File: src/rtl/tdalm_pkg.sv
package tdalm_pkg;
  localparam int WORD_W     = 32;
  localparam int FIELD_W    = 8;
  localparam int NUM_FIELDS = 5;

  localparam int IDX_SEC   = 0;
  localparam int IDX_MIN   = 1;
  localparam int IDX_HOUR  = 2;
  localparam int IDX_MONTH = 3;
  localparam int IDX_DATE  = 4;

  // field placement inside the time / calendar words
  localparam int FLD_LSB [NUM_FIELDS] = '{0, 8, 16, 16, 24};
  localparam int FLD_W   [NUM_FIELDS] = '{7, 7, 6, 5, 6};
  localparam int FLD_EN  [NUM_FIELDS] = '{7, 15, 23, 23, 31};
  localparam bit FLD_CAL [NUM_FIELDS] = '{1'b0, 1'b0, 1'b0, 1'b1, 1'b1};
  localparam int PM_BIT = 22;

  typedef enum logic {ENTRY_TIME = 1'b0, ENTRY_CAL = 1'b1} entry_kind_e;

  // extract one field, zero-extended to FIELD_W
  function automatic logic [FIELD_W-1:0] fld(input logic [WORD_W-1:0] w, input int idx);
    logic [WORD_W-1:0] s;
    s = (w >> FLD_LSB[idx]) & ((WORD_W'(1) << FLD_W[idx]) - WORD_W'(1));
    return FIELD_W'(s);
  endfunction

  // both digits decimal and value inside [lo, hi] (BCD order equals numeric order)
  function automatic logic bcd_in_range(input logic [FIELD_W-1:0] v,
                                        input logic [FIELD_W-1:0] lo,
                                        input logic [FIELD_W-1:0] hi);
    return (v[3:0] <= 4'd9) && (v[7:4] <= 4'd9) && (v >= lo) && (v <= hi);
  endfunction
endpackage

File: src/rtl/tdalm_entry_reg.sv
module tdalm_entry_reg #(
  parameter int W = 32
) (
  input  logic         clk,
  input  logic         rst_n,
  input  logic         wr,
  input  logic [W-1:0] wdata,
  output logic [W-1:0] q,
  output logic [W-1:0] nxt
);
  always_comb begin
    nxt = wr ? wdata : q;
  end

  always_ff @(posedge clk or negedge rst_n) begin
    if (!rst_n) begin
      q <= '0;
    end else if (wr) begin
      q <= wdata;
    end
  end
endmodule

File: src/rtl/tdalm_validate.sv
module tdalm_validate
  import tdalm_pkg::*;
#(
  parameter entry_kind_e KIND = ENTRY_TIME
) (
  input  logic [WORD_W-1:0] word,
  input  logic              hour12,
  output logic              bad
);
  if (KIND == ENTRY_TIME) begin : g_time
    logic sec_ok, min_ok, hr_ok;
    logic [FIELD_W-1:0] hr;
    always_comb begin
      hr     = fld(word, IDX_HOUR);
      sec_ok = bcd_in_range(fld(word, IDX_SEC), 8'h00, 8'h59);
      min_ok = bcd_in_range(fld(word, IDX_MIN), 8'h00, 8'h59);
      hr_ok  = hour12 ? bcd_in_range(hr, 8'h01, 8'h12)
                      : bcd_in_range(hr, 8'h00, 8'h23);
      bad    = (word[FLD_EN[IDX_SEC]]  && !sec_ok) ||
               (word[FLD_EN[IDX_MIN]]  && !min_ok) ||
               (word[FLD_EN[IDX_HOUR]] && !hr_ok);
    end
  end else begin : g_cal
    logic mon_ok, day_ok;
    logic unused_mode;
    assign unused_mode = hour12;
    always_comb begin
      mon_ok = bcd_in_range(fld(word, IDX_MONTH), 8'h01, 8'h12);
      day_ok = bcd_in_range(fld(word, IDX_DATE),  8'h01, 8'h31);
      bad    = (word[FLD_EN[IDX_MONTH]] && !mon_ok) ||
               (word[FLD_EN[IDX_DATE]]  && !day_ok);
    end
  end
endmodule

File: src/rtl/tdalm_matcher.sv
module tdalm_matcher
  import tdalm_pkg::*;
(
  input  logic [WORD_W-1:0] t_alm,
  input  logic [WORD_W-1:0] c_alm,
  input  logic [WORD_W-1:0] t_cur,
  input  logic [WORD_W-1:0] c_cur,
  input  logic              hour12,
  output logic              any_en,
  output logic              all_eq
);
  logic [NUM_FIELDS-1:0] en_v;
  logic [NUM_FIELDS-1:0] eq_v;
  logic                  pm_ok;

  for (genvar i = 0; i < NUM_FIELDS; i++) begin : g_fld
    logic [WORD_W-1:0] a_w;
    logic [WORD_W-1:0] c_w;
    assign a_w     = FLD_CAL[i] ? c_alm : t_alm;
    assign c_w     = FLD_CAL[i] ? c_cur : t_cur;
    assign en_v[i] = a_w[FLD_EN[i]];
    assign eq_v[i] = (fld(a_w, i) == fld(c_w, i));
  end

  always_comb begin
    pm_ok  = !hour12 || (t_alm[PM_BIT] == t_cur[PM_BIT]);
    any_en = |en_v;
    all_eq = (&(~en_v | eq_v)) && (!en_v[IDX_HOUR] || pm_ok);
  end
endmodule

File: src/rtl/tdalm_top.sv
module tdalm_top
  import tdalm_pkg::*;
(
  input  logic              clk,
  input  logic              rst_n,
  input  logic              sec_tick,
  input  logic              hour12_mode,
  input  logic [WORD_W-1:0] cur_time,
  input  logic [WORD_W-1:0] cur_date,
  input  logic              talm_wr,
  input  logic [WORD_W-1:0] talm_wdata,
  input  logic              calm_wr,
  input  logic [WORD_W-1:0] calm_wdata,
  output logic              alarm_pulse,
  output logic              talm_bad,
  output logic              calm_bad
);
  logic [WORD_W-1:0] talm_q, talm_nxt;
  logic [WORD_W-1:0] calm_q, calm_nxt;
  logic              tbad_d, cbad_d, pulse_d;
  logic              match_any_en, match_all_eq;

  tdalm_entry_reg #(.W(WORD_W)) u_treg (
    .clk(clk), .rst_n(rst_n), .wr(talm_wr), .wdata(talm_wdata),
    .q(talm_q), .nxt(talm_nxt)
  );

  tdalm_entry_reg #(.W(WORD_W)) u_creg (
    .clk(clk), .rst_n(rst_n), .wr(calm_wr), .wdata(calm_wdata),
    .q(calm_q), .nxt(calm_nxt)
  );

  tdalm_validate #(.KIND(ENTRY_TIME)) u_tval (
    .word(talm_nxt), .hour12(hour12_mode), .bad(tbad_d)
  );

  tdalm_validate #(.KIND(ENTRY_CAL)) u_cval (
    .word(calm_nxt), .hour12(hour12_mode), .bad(cbad_d)
  );

  tdalm_matcher u_match (
    .t_alm(talm_q), .c_alm(calm_q), .t_cur(cur_time), .c_cur(cur_date),
    .hour12(hour12_mode), .any_en(match_any_en), .all_eq(match_all_eq)
  );

  always_comb begin
    pulse_d = sec_tick && match_any_en && match_all_eq && !talm_bad && !calm_bad;
  end

  always_ff @(posedge clk or negedge rst_n) begin
    if (!rst_n) begin
      talm_bad    <= 1'b0;
      calm_bad    <= 1'b0;
      alarm_pulse <= 1'b0;
    end else begin
      talm_bad    <= tbad_d;
      calm_bad    <= cbad_d;
      alarm_pulse <= pulse_d;
    end
  end
endmodule

File: config.mk
export PLATFORM = sky130hd
export DESIGN_NAME = tdalm_top
export DESIGN_NICKNAME = d
export VERILOG_FILES = /design/src/rtl/tdalm_pkg.sv /design/src/rtl/tdalm_entry_reg.sv /design/src/rtl/tdalm_validate.sv /design/src/rtl/tdalm_matcher.sv /design/src/rtl/tdalm_top.sv
export SDC_FILE = /design/constraint.sdc
export NUM_CORES = 1
export LEC_CHECK = 0
export BUFFER_PORTS_ARGS = -buffer_cell sky130_fd_sc_hd__buf_2
export CAP_MARGIN = 30
export CELL_PAD_IN_SITES_DETAIL_PLACEMENT = 0
export CELL_PAD_IN_SITES_GLOBAL_PLACEMENT = 2
export CORE_ASPECT_RATIO = 0.9
export CORE_MARGIN = 5
export CORE_UTILIZATION = 30
export DETAILED_ROUTE_END_ITERATION = 10
export PLACE_DENSITY = 0.78
export SLEW_MARGIN = 30
export SYNTH_ARGS = -nofsm -noshare
export SYNTH_HDL_FRONTEND = slang
export SYNTH_HIERARCHICAL = 1
export SYNTH_SLANG_ARGS = --single-unit
File: constraint.sdc
create_clock -name clk -period 2.9 [get_ports clk]
set_clock_uncertainty 0.2 [all_clocks]
set_input_delay 0.145 -clock clk [delete_from_list [all_inputs] [get_ports clk]]
set_output_delay 0.145 -clock clk [all_outputs]
set_load 0.01 [all_outputs]
==> results.tsv, run 1 <==
metric	value	unit
Clk Tree Root Cell	clkbuf_8	
worst hold start	talm_wr	
Register-to-Register Setup Slack	0.95	ns
Resized cells post-CTS	0	
Synth Area per Inst	13.7	um^2
hold slack	0.0980	ns
Placed Cells	333	
CP startpoint	talm_wdata[19]	
initial antenna violation count	0	
hold buffer count at cts	39	
Final Hold Viols	0	
fin util	0.420	
std cell rows	30	
layout cells sized above 1	0.451	
CP Launch Type	input port	
Max Fanout on Critical Path	5	
Iteration-0 DRC Markers	27	
H-tree Lvls	2	
RSZ-0062 raised after global routing	false	
FF-to-FF Start	u_treg/q[19]	
area grow syn2layout	37.9	%
worst hold path type	in2reg	
crit end category	flop	
Wirelength per Cell	13.6	um
Critical Path RT	2.86	ns
Comb power frac	0.248	
total core area	0.00747	mm^2
antenna cell count	0	
Clock Power Share	0.277	
Netlist Area Pre-Place	0.00228	mm^2
Largest delay share family, worst path	buffers and inverters	
Nets	417	
slowest cell on the critical path	dlygate4sd3_1	
pin count of the biggest net entering global routing	41	
gr ovfl total	0	
Max Fclk	487	MHz
fin cells	380	
total global-route track usage	0.114	
initial core utilization	0.305	
Sw Share	0.266	
Placed Instance Area	0.00266	mm^2
Pwr per Cell Area	441	mW/mm^2
Final Slew Violations	0	
antenna viol nets, final	0	
internal cell power	1.02	mW
Final setup viols	0	
Reg power frac	0.475	
vias	1671	
Period Utilization, post-route	0.709	
hpwl dp	3840	um
synth warn	6	
maximum clock path buffer count	2	
status	finished clean	
IO Port Bufs	77	
post-route worst setup slack	0.845	ns
fin area	0.00314	mm^2
P_leak	1.47	nW
Tot Pwr	1.38	mW
Total Wirelength	5150	um
Setup WS pre-CTS	0.677	ns
Setup Crit Path Kind	in2reg	
Max VDD drop	0.178	mV
post-route DRC violation count	0	
CP Buf/Inv Count	2	
data arrival time of the worst path	2.02	ns
Routability Congestion	0.742	
clock sink total	40	
critical path's largest stage delay	0.54	ns
worst-margin pin slew	0.518	ns
DIE WIDTH	102	um
Psw	0.369	mW
vias in the first global route	1834	
die span in y	92.7	um
setup TNS	0	ns
Slew HR	0.655	
Clock transition at path regs	0.08	ns
CTS Buf Count	5	
TritonCTS clock tree	done	
crit-path cells	dlygate4sd3_1 > buf_2 > mux2_4 > o41ai_2 > a21oi_1 > or4_1	
routed vias/inst	4.40	
Worst-Skew Late Latency	0.28	ns
first-pass GRT wire length	8490	um
Syn Nets	300	
number of max-cap violations	0	
Setup Buffers After CTS	0	
fin crit period	2.06	ns
Boundary Pins	137	
cells after synthesis	166	
Die ar.	0.00944	mm^2
first-pass iteration count of the detailed router	4	
flip-flops by register name, summed over array words and instances (netlist names):
signal,flops
u_treg/q,24
u_creg/q,13
alarm_pulse,1
calm_bad,1
talm_bad,1
power groups by stage:
stage	combinational (mW)	clock [mW]	sequential [mW]
after floorplan	0.218	0	0.661
after global placement	0.303	0	0.668
after detailed placement	0.305	0	0.669
after CTS	0.348	0.397	0.659
after global routing	0.377	0.423	0.666
final	0.343	0.384	0.658
worst paths after layout:
check,cells past startpoint,to
setup / recovery,6,talm_bad
hold / removal,2,u_treg/q[22]
setup reg to reg,4,talm_bad
hold reg to reg,1,alarm_pulse
max in group asynchronous,2,u_creg/q[29]
min in group asynchronous,2,u_treg/q[21]
cells in the final DEF, fill, tap and decap left out, types with 2 or more instances in the layout:
| cell type | count |
|---|---|
| a21boi_0 | 2 |
| a21oi_1 | 3 |
| buf_2 | 76 |
| buf_4 | 3 |
| clkbuf_8 | 6 |
| clkinv_2 | 2 |
| dfrtp_1 | 40 |
| dlygate4sd3_1 | 39 |
| mux2_4 | 36 |
| nand2_1 | 5 |
| nand3_1 | 5 |
| nand4_1 | 5 |
| nor2_1 | 4 |
| o21ai_0 | 5 |
| o21ai_1 | 2 |
| o31ai_1 | 2 |
| o41ai_1 | 2 |
| or4_1 | 3 |
| xnor2_1 | 17 |
| xor2_1 | 15 |
final cells by class:
type / instances / area (um^2)
Multi-Input combinational cell: 117 / 1130
Fill cell: 715 / 4330
Clock buffer: 6 / 82.6
Clock inverter: 2 / 10.0
Timing Repair Buffer: 118 / 793
Tap cell: 96 / 120
Inverter: 1 / 3.75
Sequential cell: 40 / 1000
routing by layer:
metal	part of all wire	up-vias	GRT usage
li1	-	827	-
met3	0.075	6	0.0377
met1	0.48	789	0.149
met4	0.010	0	0.0295
met5	0	-	0
met2	0.44	49	0.182
(Power assumes the default switching activity.)
==> run 2: changes to the inputs <==
CORE_UTILIZATION = 29   (was 30)
PLACE_DENSITY = 0.79   (was 0.78)
clock period = 1.8 ns   (was 2.9 ns; I/O delays follow)
==> run 2 against run 1 <==
The run now ends with setup timing left. Core utilization increased by 1.7 points. Critical endpoint is now alarm_pulse. Total power increased by 73%. Clock power increased by 88%. Largest power group unchanged. Non-clock buffer count increased by 15. Die area increased by 3.1%. Highest routed layer unchanged. Setup slack got worse by 0.87 ns. Combinational power increased by 80%. Sequential share of layout area decreased by 1.7 points.
==> results.tsv, run 2 (synthesis results as in run 1) <==
metric	value	unit	change
H-tree Lvls	2		unchanged
status	complete, but fails checks		was finished clean
Critical Path RT	1.83	ns	was 2.86 ns
number of flip-flops in the largest register	24		unchanged
Comb power frac	0.257		was 0.248
Clk Tree Root Cell	clkbuf_8		unchanged
Reg power frac	0.443		was 0.475
Max VDD drop	0.307	mV	was 0.178 mV
most frequent cells in the layout	77 x buf_2, 40 x dfrtp_1, 39 x dlygate4sd3_1		was 76 x buf_2, 40 x dfrtp_1, 39 x dlygate4sd3_1
pin count of the biggest net entering global routing	31		was 41
Register-to-Register Setup Slack	-0.02	ns	was 0.95 ns
CP Capture Point	alarm_pulse		was talm_bad
register bank with the most flops	u_treg/q		unchanged
Final Hold Viols	0		unchanged
antenna viol nets, final	0		unchanged
post-route DRC violation count	0		unchanged
area grow syn2layout	45.8	%	was 37.9%
vias	1719		was 1,671
failing checks	setup timing		
Sw Share	0.256		was 0.266
Period Utilization, post-route	1.01		
total global-route track usage	0.119		was 0.114
initial antenna violation count	0		unchanged
total core area	0.00758	mm^2	was 0.00747 mm^2
Wirelength per Cell	13.9	um	was 13.6 um
P_leak	1.57	nW	was 1.47 nW
commonest non-fill, non-tap cell in the layout	buf_2		unchanged
Setup WS pre-CTS	-0.162	ns	was 0.677 ns
IO Port Bufs	77		unchanged
hold slack	0.0290	ns	was 0.0980 ns
FF-to-FF End	alarm_pulse		was talm_bad
layout cells sized above 1	0.492		was 0.451
worst reg2reg path depth	8		was 4
initial core utilization	0.300		was 0.305
CTS Buf Count	5		unchanged
Final setup viols	2		was 0
first-pass GRT wire length	8840	um	was 8490 um
Clock transition at path regs	0.08	ns	about the same
Max Fanout on Critical Path	2		was 5
Slew HR	0.534		was 0.655
Nets	432		was 417
Total Wirelength	5490	um	was 5150 um
antenna cell count	0		unchanged
post-route worst setup slack	-0.0248	ns	was 0.845 ns
FF-to-FF Start	u_treg/q[13]		was u_treg/q[19]
Placed Cells	348		was 333
TritonCTS clock tree	done		unchanged
Boundary Pins	137		unchanged
Setup Crit Path Kind	reg2reg		was in2reg
fin crit period	1.82	ns	
Routability Congestion	0.740		was 0.742
std cell rows	30		unchanged
RSZ-0062 raised after global routing	true		was false
maximum clock path buffer count	2		unchanged
CP Launch Type	flop		was input port
Pwr per Cell Area	723	mW/mm^2	was 441 mW/mm^2
Psw	0.614	mW	was 0.369 mW
Clock Power Share	0.301		was 0.277
Tot Pwr	2.40	mW	was 1.38 mW
first-pass iteration count of the detailed router	4		unchanged
fin cells	395		was 380
internal cell power	1.79	mW	was 1.02 mW
Setup Buffers After CTS	0		unchanged
Iteration-0 DRC Markers	38		was 27
routed vias/inst	4.35		was 4.40
Die ar.	0.00973	mm^2	was 0.00944 mm^2
Worst-Skew Late Latency	0.29	ns	was 0.28 ns
worst hold path type	in2reg		unchanged
Max Fclk	548	MHz	
number of max-cap violations	0		unchanged
hpwl dp	4180	um	was 3840 um
vias in the first global route	1870		was 1,834
Layout fillers	741		was 715
worst-margin pin slew	0.700	ns	was 0.518 ns
data arrival time of the worst path	1.85	ns	was 2.02 ns
gr ovfl total	0		unchanged
die span in y	94.1	um	was 92.7 um
Final Slew Violations	0		unchanged
clock sink total	40		unchanged
DIE WIDTH	103	um	was 102 um
crit end category	flop		unchanged
CP startpoint	u_treg/q[13]		was talm_wdata[19]
Largest regs	u_treg/q: 24 flops, u_creg/q: 13 flops		unchanged
run 2: worst min-delay path by stage:
| stage | from | endpoint | slack [ns] | cells after the start |
|---|---|---|---|---|
| floorplan | rst_n | alarm_pulse | -0.41 | 0 |
| global placement | rst_n | u_treg/q[21] | -0.02 | 1 |
| detailed placement | rst_n | u_treg/q[22] | -0.02 | 1 |
| CTS | calm_wr | u_creg/q[31] | 0.03 | 3 |
| global route | calm_wr | u_creg/q[31] | 0.04 | 3 |
| finish | calm_wr | u_creg/q[31] | 0.03 | 3 |
run 2: layout make-up:
class	instances	area (um^2)	share of cell area
Multi-Input combinational cell	117	1150	0.348
Sequential cell	40	1000	0.302
Timing Repair Buffer	133	928	0.280
Tap cell	96	120	0.0362
Clock buffer	5	68.8	0.0207
Clock inverter	3	42.5	0.0128
Inverter	1	3.75	0.00113
run 2: what timing repair did:
item | CTS | global route
gates resized for setup | 3 | 2
hold buffers | 39 | 0
endpoints found under the hold margin | 67 | 0
setup endpoints to repair | 2 | 2
run 2: power by group through the flow:
stage | Clock, mW | Sequential, mW | Combinational [mW]
after floorplan | 0 | 1.06 | 0.350
after global placement | 0 | 1.08 | 0.533
after detailed placement | 0 | 1.08 | 0.537
after CTS | 0.746 | 1.06 | 0.618
after global routing | 0.783 | 1.08 | 0.677
final | 0.722 | 1.06 | 0.616
run 2: through the flow:
| stage | instance area, um^2 | setup TNS [ns] | utilization |
|---|---|---|---|
| after CTS | 3310 | -0.0638 | 0.436 |
| after detailed placement | 2790 | -0.233 | 0.368 |
| after global placement | 2790 | -0.222 | 0.368 |
| final | 3320 | -0.0338 | 0.438 |
| after global routing | 3320 | -0.202 | 0.438 |
| after floorplan | 2280 | 0 | - |
run 2: worst max-delay path, stage by stage (launching register included):
cell,delay (ns)
dfrtp_1,0.39
xnor2_1,0.16
nand4_1,0.14
o41ai_2,0.29
buf_4,0.17
nand4_1,0.07
a21oi_1,0.15
nand4b_1,0.11
nor2_1,0.09
run 2: per-layer routing:
layer  share of wire  track usage  vias up
li1                -            -      855
met1            0.43        0.151      809
met2            0.48        0.197       50
met5               0            0        -
met3           0.079       0.0312        5
met4          0.0096       0.0356        0
